<file path="src/rtl/mem_bank_decoder.sv">
module mem_bank_decoder (
  input  logic        clk,
  input  logic        rst_n,
  input  logic [15:0] addr,
  input  logic        rd_en,
  input  logic        wr_en,
  input  logic [7:0]  wdata,
  input  logic [7:0]  vbus_last,
  input  logic [7:0]  ram_rdata,
  input  logic [7:0]  basic_rdata,
  input  logic [7:0]  char_rdata,
  input  logic [7:0]  kern_rdata,
  input  logic [3:0]  col_rdata,
  input  logic [7:0]  vid_rdata,
  input  logic [7:0]  snd_rdata,
  input  logic [7:0]  tmr1_rdata,
  input  logic [7:0]  tmr2_rdata,
  input  logic [7:0]  exp_rdata,
  output logic        ram_sel,
  output logic        ram_we,
  output logic [7:0]  ram_wdata,
  output logic        basic_sel,
  output logic        char_sel,
  output logic        kern_sel,
  output logic        col_sel,
  output logic [3:0]  col_wdata,
  output logic        vid_sel,
  output logic        snd_sel,
  output logic        tmr1_sel,
  output logic        tmr2_sel,
  output logic        exp_sel,
  output logic [12:0] loc_off,
  output logic [7:0]  rdata
);

  localparam logic [7:0] PORT_PULL = 8'h17;

  logic [7:0] dir_q, dat_q;

  always_ff @(posedge clk) begin
    if (!rst_n) begin
      dir_q <= 8'h00;
      dat_q <= 8'h00;
    end else if (wr_en && addr == 16'h0000) begin
      dir_q <= wdata;
    end else if (wr_en && addr == 16'h0001) begin
      dat_q <= wdata;
    end
  end

  wire [7:0] eff      = ~dir_q | dat_q;
  wire       lo_any   = |eff[1:0];
  wire       basic_in = &eff[1:0];
  wire       kern_in  = eff[1];
  wire       char_in  = lo_any & ~eff[2];
  wire       io_in    = lo_any &  eff[2];

  wire       acc      = rd_en | wr_en;
  wire [3:0] hi       = addr[15:12];
  wire [3:0] pg       = addr[11:8];
  wire       is_port  = (addr[15:1] == 15'd0);
  wire       in_basic = (hi == 4'hA) || (hi == 4'hB);
  wire       in_dpage = (hi == 4'hD);
  wire       in_kern  = (hi == 4'hE) || (hi == 4'hF);
  wire       io_hit   = acc & in_dpage & io_in;

  wire basic_hit = rd_en & in_basic & basic_in;
  wire kern_hit  = rd_en & in_kern & kern_in;
  wire char_hit  = rd_en & in_dpage & ~io_in & char_in;
  wire vid_hit   = io_hit & (pg[3:2] == 2'b00);
  wire snd_hit   = io_hit & (pg[3:2] == 2'b01);
  wire col_hit   = io_hit & (pg[3:2] == 2'b10);
  wire t1_hit    = io_hit & (pg == 4'hC);
  wire t2_hit    = io_hit & (pg == 4'hD);
  wire exp_hit   = io_hit & (pg == 4'hF) & (addr[7:4] == 4'h0);
  wire open_hit  = io_hit & (pg[3:1] == 3'b111) & ~exp_hit;
  wire ram_hit   = acc & ~(in_dpage & io_in) & ~basic_hit & ~kern_hit
                 & ~char_hit & ~(is_port & rd_en);

  assign ram_sel   = ram_hit;
  assign ram_we    = ram_hit & wr_en;
  assign ram_wdata = is_port ? vbus_last : wdata;
  assign basic_sel = basic_hit;
  assign char_sel  = char_hit;
  assign kern_sel  = kern_hit;
  assign col_sel   = col_hit;
  assign col_wdata = wdata[3:0];
  assign vid_sel   = vid_hit;
  assign snd_sel   = snd_hit;
  assign tmr1_sel  = t1_hit;
  assign tmr2_sel  = t2_hit;
  assign exp_sel   = exp_hit;

  always_comb begin
    loc_off = 13'd0;
    if (basic_hit || kern_hit) loc_off = addr[12:0];
    else if (char_hit)         loc_off = {1'b0, addr[11:0]};
    else if (col_hit)          loc_off = {3'b0, addr[9:0]};
    else if (vid_hit)          loc_off = {7'b0, addr[5:0]};
    else if (snd_hit)          loc_off = {8'b0, addr[4:0]};
    else if (t1_hit || t2_hit || exp_hit) loc_off = {9'b0, addr[3:0]};
  end

  always_comb begin
    rdata = ram_rdata;
    if (is_port)        rdata = addr[0] ? ((dir_q & dat_q) | (~dir_q & PORT_PULL)) : dir_q;
    else if (basic_hit) rdata = basic_rdata;
    else if (kern_hit)  rdata = kern_rdata;
    else if (char_hit)  rdata = char_rdata;
    else if (vid_hit)   rdata = vid_rdata;
    else if (snd_hit)   rdata = snd_rdata;
    else if (col_hit)   rdata = {vbus_last[7:4], col_rdata};
    else if (t1_hit)    rdata = tmr1_rdata;
    else if (t2_hit)    rdata = tmr2_rdata;
    else if (exp_hit)   rdata = exp_rdata;
    else if (open_hit)  rdata = vbus_last;
  end

  wire [9:0] sel_vec = {ram_sel, basic_sel, char_sel, kern_sel, col_sel,
                        vid_sel, snd_sel, tmr1_sel, tmr2_sel, exp_sel};

  assert_one_target_R10: assert property (@(posedge clk) disable iff (!rst_n)
    $onehot0(sel_vec));

  assert_idle_quiet_R10: assert property (@(posedge clk) disable iff (!rst_n)
    !(rd_en || wr_en) |-> (sel_vec == 10'd0));

  assert_rom_write_to_ram_R7: assert property (@(posedge clk) disable iff (!rst_n)
    (wr_en && (in_basic || in_kern)) |-> (ram_we && ram_wdata == wdata && !basic_sel && !kern_sel));

  assert_dir_load_R9: assert property (@(posedge clk) disable iff (!rst_n)
    (wr_en && addr == 16'h0000) |=> (dir_q == $past(wdata)));

  assert_port_write_through_R9: assert property (@(posedge clk) disable iff (!rst_n)
    (wr_en && is_port) |-> (ram_we && ram_wdata == vbus_last));

  assert_colour_merge_R5: assert property (@(posedge clk) disable iff (!rst_n)
    (rd_en && col_sel) |-> (rdata == {vbus_last[7:4], col_rdata}));

  assert_open_bus_R6: assert property (@(posedge clk) disable iff (!rst_n)
    (rd_en && in_dpage && io_in && pg[3:1] == 3'b111 && !exp_sel) |-> (rdata == vbus_last && sel_vec == 10'd0));

endmodule

</file>
<file path="config.mk">
export PLATFORM = sky130hd
export DESIGN_NAME = mem_bank_decoder
export DESIGN_NICKNAME = d
export VERILOG_FILES = /design/src/rtl/mem_bank_decoder.sv
export SDC_FILE = /design/constraint.sdc
export NUM_CORES = 1
export LEC_CHECK = 0
export BUFFER_PORTS_ARGS = -buffer_cell sky130_fd_sc_hd__buf_2
export CORE_ASPECT_RATIO = 1.25
export CORE_MARGIN = 1
export CORE_UTILIZATION = 38
export DETAILED_ROUTE_END_ITERATION = 8
export PLACE_DENSITY = 0.78
export SLEW_MARGIN = 5
export SYNTH_ARGS = -nofsm -noshare
export SYNTH_HDL_FRONTEND = slang
export SYNTH_SLANG_ARGS = --single-unit
</file>
<file path="constraint.sdc">
create_clock -name clk -period 1.75 [get_ports clk]
set_input_delay 0 -clock clk [delete_from_list [all_inputs] [get_ports clk]]
set_output_delay 0 -clock clk [all_outputs]
set_load 0.005 [all_outputs]
</file>
* After elaboration in Yosys (flattened, before gate mapping) *
Cells that the tools add are included.

word-level totals
  register bits = 16
  latch bits = 0
  bits in writable memories = 0
  memory bits (read-only) = 0
  input bits = 112
  output and inout bits = 44
  word-level logic and storage cells = 89
  memories kept = 0

operators by class
  add/subtract/negate cells = 0
  multiply operators = 0
  divide/modulo/power cells = 0
  $lt $le $gt $ge = 0
  equal/unequal tests = 12
  shifts and indexed selects = 0
  multiplexer cells = 19
  bitwise logic cells = 42
  reduce and logical (&&, ||, !) cells = 14

operator list
  cell                                                              count
  8-bit two-way mux                                                 13
  4-bit == test, second input constant                              8
  1-bit bitwise AND                                                 28
  16-bit by 1-bit == test with 1-bit output, second input constant  1
  16-bit logical NOT                                                1
  15-bit logical NOT                                                1
  13-bit two-way mux                                                1
  12-bit two-way mux                                                1
  10-bit two-way mux                                                1
  1-bit NOT                                                         9
  8-bit bitwise AND                                                 1
  8-bit by 5-bit OR with 8-bit output                               1
  6-bit two-way mux                                                 1
  1-bit logical OR                                                  5
  5-bit two-way mux                                                 1
  5-bit NOT                                                         1
  4-bit logical NOT                                                 1
  4-bit two-way mux                                                 1
  2-bit AND reduction                                               2
  3-bit == test, second input constant                              1
  3-bit OR                                                          1
  2-bit by 1-bit == test with 1-bit output, second input constant   1
  2-bit == test, second input constant                              1
  1-bit logical AND                                                 2
  3 further kinds                                                   3

* Longest topological paths before layout *
  depth after elaboration = 20
  depth in mapped cells = 8

* Worst setup path after synthesis *
No wires, ideal clock.

  path kind = register to output
  start point = register dat_q[0]
  end point = output port rdata[0]
  data arrival time = 1,791 ps
  path slack = -41 ps
  stages on the path, launching flop included = 8
  cells stage by stage = dfxtp_1 -> and4bb_2 -> or4_4 -> buf_6 -> buf_6 -> a221o_1 -> o21ai_0 -> a31oi_1

between the ends
  longest elaborated chain between the ends = 19
  elaborated cells on any way between the ends = 34
  classes of those cells = mux (12); bitwise (20); reduce/logical (2)

RTL lines
  element                         RTL line  text
  from (decl)                     38        logic [7:0] dir_q, dat_q;
  from (signal assigned)          47        dat_q <= wdata;
  3-bit OR                        51        wire [7:0] eff = ~dir_q | dat_q;
  2-bit OR reduction              52        wire lo_any = |eff[1:0];
  1-bit bitwise AND               56        wire io_in = lo_any & eff[2];
  1-bit bitwise AND               65        wire io_hit = acc & in_dpage & io_in;
  1-bit bitwise AND (2 in a row)  75        wire exp_hit = io_hit & (pg == 4'hF) & (addr[7:4] == 4'h0);
  1-bit NOT                       76        wire open_hit = io_hit & (pg[3:1] == 3'b111) & ~exp_hit;
  1-bit bitwise AND               76
  8-bit two-way mux               116       else if (open_hit) rdata = vbus_last;
  [2 not listed]                  --
  8-bit two-way mux               113       else if (t1_hit) rdata = tmr1_rdata;
  8-bit two-way mux               112       else if (col_hit) rdata = {vbus_last[7:4], col_rdata};
  8-bit two-way mux               111       else if (snd_hit) rdata = snd_rdata;
  8-bit two-way mux               110       else if (vid_hit) rdata = vid_rdata;
  8-bit two-way mux               109       else if (char_hit) rdata = char_rdata;
  8-bit two-way mux               108       else if (kern_hit) rdata = kern_rdata;
  8-bit two-way mux               107       else if (basic_hit) rdata = basic_rdata;
  8-bit two-way mux *             106       if (is_port) rdata = addr[0] ? ((dir_q & dat_q) | (~dir_q & PORT_PULL)) : dir_q;
  to (decl)                       33        output logic [7:0] rdata

Every way passes the cells marked *; elsewhere a longest branch is shown, timed or not.

* Worst setup path after layout *
  start point = register dat_q[0]
  end point = output port rdata[4]

between the ends
  longest elaborated chain between the ends = 19
  elaborated cells on any way between the ends = 31
  classes of those cells = mux (11); bitwise (18); reduce/logical (2)

RTL lines
  element                         RTL line
  3-bit OR *                      51
  2-bit OR reduction              52
  1-bit bitwise AND               56
  1-bit bitwise AND               65
  1-bit bitwise AND (2 in a row)  75
  1-bit NOT                       76
  1-bit bitwise AND               76
  8-bit two-way mux               116
  [2 not listed]                  --
  8-bit two-way mux               113
  8-bit two-way mux               112
  8-bit two-way mux               111
  8-bit two-way mux               110
  8-bit two-way mux               109
  8-bit two-way mux               108
  8-bit two-way mux *             107
  8-bit two-way mux *             106

Marks and branches as above.

==> results.md <==
| Metric | This run | Unit |
| --- | --- | --- |
| Proportion of synthesized area in mux cells | 10.5 | % |
| Synth Area in Simple Gates | 38.3 | % |
| Number of antenna cells inserted | 0 | - |
| Count of flip-flops with a built-in enable after synthesis | 0 | - |
| Flip-flop and latch count after synthesis | 16 | - |
| Total via count after detailed routing | 3234 | - |
| Total power density per cell area | 332 | nW/um^2 |
| Reg-to-Reg Start | dir_q[1] | - |
| Arithmetic-cell share of the synthesized area counting full adders, half adders and majority gates | 0 | % |
| Max Fclk | 476 | MHz |
| Core ar. | 5520 | sq um |
| Area added between synthesis and finish | 63.8 | % |
| Worst Path Max Fanout | 7 | - |
| Fraction of registers with async set or reset after synthesis | 0 | % |
| Leading register cell type out of synthesis | sky130_fd_sc_hd__dfxtp_1 | - |
| Cell area after technology mapping | 2210 | sq um |
| Count of nets after finishing | 609 | - |
| Count of distinct cell types in the synthesized netlist | 63 | - |
| Leakage | 1.80 | nW |
| Clock transition at the registers of the reported paths | 60 | ps |
| Wire length after detailed routing | 9700 | microns |
| Area fraction in compound gates after synthesis | 30.0 | % |
| Crit path capture type | primary output | - |
| Cts-stage hold buffer count | 0 | - |
| Post-layout worst setup margin | -352 | ps |
| Largest net degree at the start of global routing | 26 | - |
| Post-Synth XOR/XNOR Area | 0 | % |
| Setup tns final | -4720 | ps |
| Share of the clock period used by the worst path after layout | 120 | % |
| Finish-stage setup viols | 24 | - |
| Height of the die | 87.3 | microns |
| Worst max-slew margin expressed relative to the limit | 65.1 | % |
| Hold Violations, Final | 0 | - |
| Number of maximum-capacitance constraint violations | 0 | - |
| Maximum number of buffers from clock root to sink | 2 | - |
| Max H-tree Level | 1 | - |
| Flop-to-flop setup slack | 900 | ps |
| Port Buffer Count | 155 | - |
| Part of the Yosys area used for sequential elements | 14.5 | % |
| Main combinational cell family by area after synthesis | simple AND/OR/NAND/NOR gates | - |
| Combined global-route utilization of all metal layers | 30.4 | % |
| CP Capture Point | rdata[4] | - |
| Iter 0 DRT Violations | 288 | - |
| First-pass iteration count of the detailed router | 5 | - |
| Startpoint type of the worst setup path | flip-flop | - |
| Net count after synthesis | 419 | - |
| Number of global-route vias before repair | 3022 | - |
| Run status | finished with violations | - |
| Capture point of the worst reg-to-reg path | dir_q[1] | - |
| Clock tree from TritonCTS | done | - |
| VDD IR-drop max | 0.000400 | V |
| Floorplan die area | 6130 | sq um |
| Std-Cell Rows | 30 | - |
| Initial core utilization | 40.0 | % |
| Count of yosys warnings during synthesis | 0 | - |
| FF-to-FF path depth | 4 | - |
| Unrepaired setup endpoints after global routing | yes | - |
| Number of vias per cell | 5.78 | - |
| Congestion Overflow GR | 0 | - |
| Number of standard cells after synthesis | 307 | - |
| Setup Skew | 0 | ps |
| Count of pins on the block boundary | 156 | - |
| Hold_ws | 32.4 | ps |
| # clock sinks | 16 | - |
| Global placer's final weighted congestion | 0.947 | - |
| Required time reported for the critical path endpoint | 1750 | ps |
| Placed wire-length estimate | 7680 | microns |
| Number of antenna violations at the first check in global routing | 0 | - |
| Number of antenna-violating nets in the routed design | 0 | - |
| Min Clock Period, post-route | 2100 | ps |
| Launch point of the critical path | dat_q[0] | - |
| Leading cell type in the layout, fill and taps excluded | sky130_fd_sc_hd__buf_2 | - |
| Overall die width | 70.2 | microns |
| CTS Root Buffer Type | sky130_fd_sc_hd__clkbuf_8 | - |
| Wire per inst | 17.3 | microns |
| Slew at the pin with the worst max-slew slack | 511 | ps |
| Cell Count, Final, Fillers Out | 560 | - |
| Global-route wire length before repair | 14600 | microns |
| TritonCTS Buffers | 3 | - |
| Highest-count cells in the layout ignoring fill and taps | 153 x sky130_fd_sc_hd__buf_2, 45 x sky130_fd_sc_hd__buf_4, 40 x sky130_fd_sc_hd__nand2_1 | - |
| Violations in the final reports | setup timing | - |
| Path type of the worst min-delay path | primary input to flip-flop | - |
| Source-to-sink clock delay at the later pin of the worst-skew pair | 250 | ps |
| Worst Path Arrival | 2100 | ps |
| Category of the critical setup timing path | flip-flop to primary output | - |
| Pins Over Slew Limit | 0 | - |
| Remaining design rule violation count | 0 | - |
| Share of final-layout standard cells stronger than drive strength 1 | 51.8 | % |
| Total placed cells including tap cells | 550 | - |
| Post-synthesis average cell area | 7.20 | sq um |
| Number of fill cells | 500 | - |
## final cells by class
class	instances	area [sq um]	share of cell area (%)
well taps	64	80.1	2.21
inverters	8	35.0	0.968
flip-flops and latches	16	322	8.89
multi-input cells	262	1920	53.2
clock buffers	4	55.1	1.52
repair buffers	206	1200	33.2
## repair_timing
| item | 4_1_cts | 5_1_grt |
|---|---|---|
| pin swaps | 6 | 9 |
| cloned | 1 | 0 |
| endpoints found under the hold margin | 0 | 0 |
| gates resized for setup | 30 | 21 |
| setup buffers | 3 | 3 |
| setup endpoints to repair | 27 | 26 |
## flip-flops by register name, summed over array words and instances (netlist names)
| signal | count |
|---|---|
| dir_q | 8 |
| dat_q | 8 |
## synthesized netlist by cell type, types with 3 or more instances
library cell	n	share of area, %
sky130_fd_sc_hd__a211o_1	7	2.8
sky130_fd_sc_hd__a211oi_1	13	4.4
sky130_fd_sc_hd__a21oi_1	12	2.7
sky130_fd_sc_hd__a221o_1	3	1.4
sky130_fd_sc_hd__a22o_1	5	2.0
sky130_fd_sc_hd__a31oi_1	4	1.1
sky130_fd_sc_hd__and2_1	9	2.5
sky130_fd_sc_hd__and3_1	5	1.4
sky130_fd_sc_hd__buf_4	5	1.7
sky130_fd_sc_hd__clkbuf_1	12	2.0
sky130_fd_sc_hd__dfxtp_1	16	14
sky130_fd_sc_hd__inv_1	6	1.0
sky130_fd_sc_hd__mux2i_1	22	10
sky130_fd_sc_hd__nand2_1	42	7.1
sky130_fd_sc_hd__nand2b_1	6	1.7
sky130_fd_sc_hd__nand3_1	4	0.91
sky130_fd_sc_hd__nor2_1	17	2.9
sky130_fd_sc_hd__nor2b_1	31	8.8
sky130_fd_sc_hd__nor3_1	10	2.3
sky130_fd_sc_hd__o21a_1	4	1.4
sky130_fd_sc_hd__o21ai_0	16	3.6
sky130_fd_sc_hd__o22ai_1	3	0.85
sky130_fd_sc_hd__or2_2	3	0.85
## worst min-delay path by stage
stage | depth (start not counted) | end | slack (ps) | start
5_1_grt | 3 | dat_q[4] | 40 | wdata[4]
6_report | 3 | dat_q[4] | 30 | wdata[4]
3_5_place_dp | 2 | col_wdata[3] | 220 | wdata[3]
2_1_floorplan | 1 | col_wdata[0] | 80 | wdata[0]
3_3_place_gp | 2 | col_wdata[3] | 220 | wdata[3]
4_1_cts | 3 | dat_q[4] | 40 | wdata[4]
## metal layers
metal,global-route usage [%],wire [microns],up-vias
met5,0,0,-
met4,13.3,375,0
met3,3.24,827,40
met2,54.5,4780,223
met1,36.4,3720,1456
li1,-,-,1515
## where the power goes
part           switching (mW)  leakage [nW]  total (mW)  internal, mW
sequential         0.00000159         0.129       0.364         0.364
combinational           0.257          1.64       0.510         0.253
clock                   0.127        0.0288       0.327         0.200
## metrics by stage
stage               area, sq um  setup WS [ps]  util, %  power, mW
global placement           3310           -162     59.9      0.833
detailed placement         3310           -206     59.9      0.836
CTS                        3500           -344     63.5       1.17
finish                     3620           -352     65.6       1.20
global route               3620           -429     65.6       1.25
floorplan                  2210          -21.8        -      0.570
## kinds of logic (layout without fill, tap and decap cells)
group	after synthesis	after routing
flops	16	16
simple gates	148	149
mux	23	23
buf+inv	30	218
compound gates	90	90
## worst max-delay path: stages, from the launching register on
cell	delay, ps
sky130_fd_sc_hd__dfxtp_2	320
sky130_fd_sc_hd__and4bb_4	250
sky130_fd_sc_hd__or4_4	610
sky130_fd_sc_hd__buf_6	170
sky130_fd_sc_hd__buf_4	130
sky130_fd_sc_hd__o31ai_4	160
sky130_fd_sc_hd__a211oi_2	60
sky130_fd_sc_hd__buf_2	130
Power figures use the tool's default switching activity.
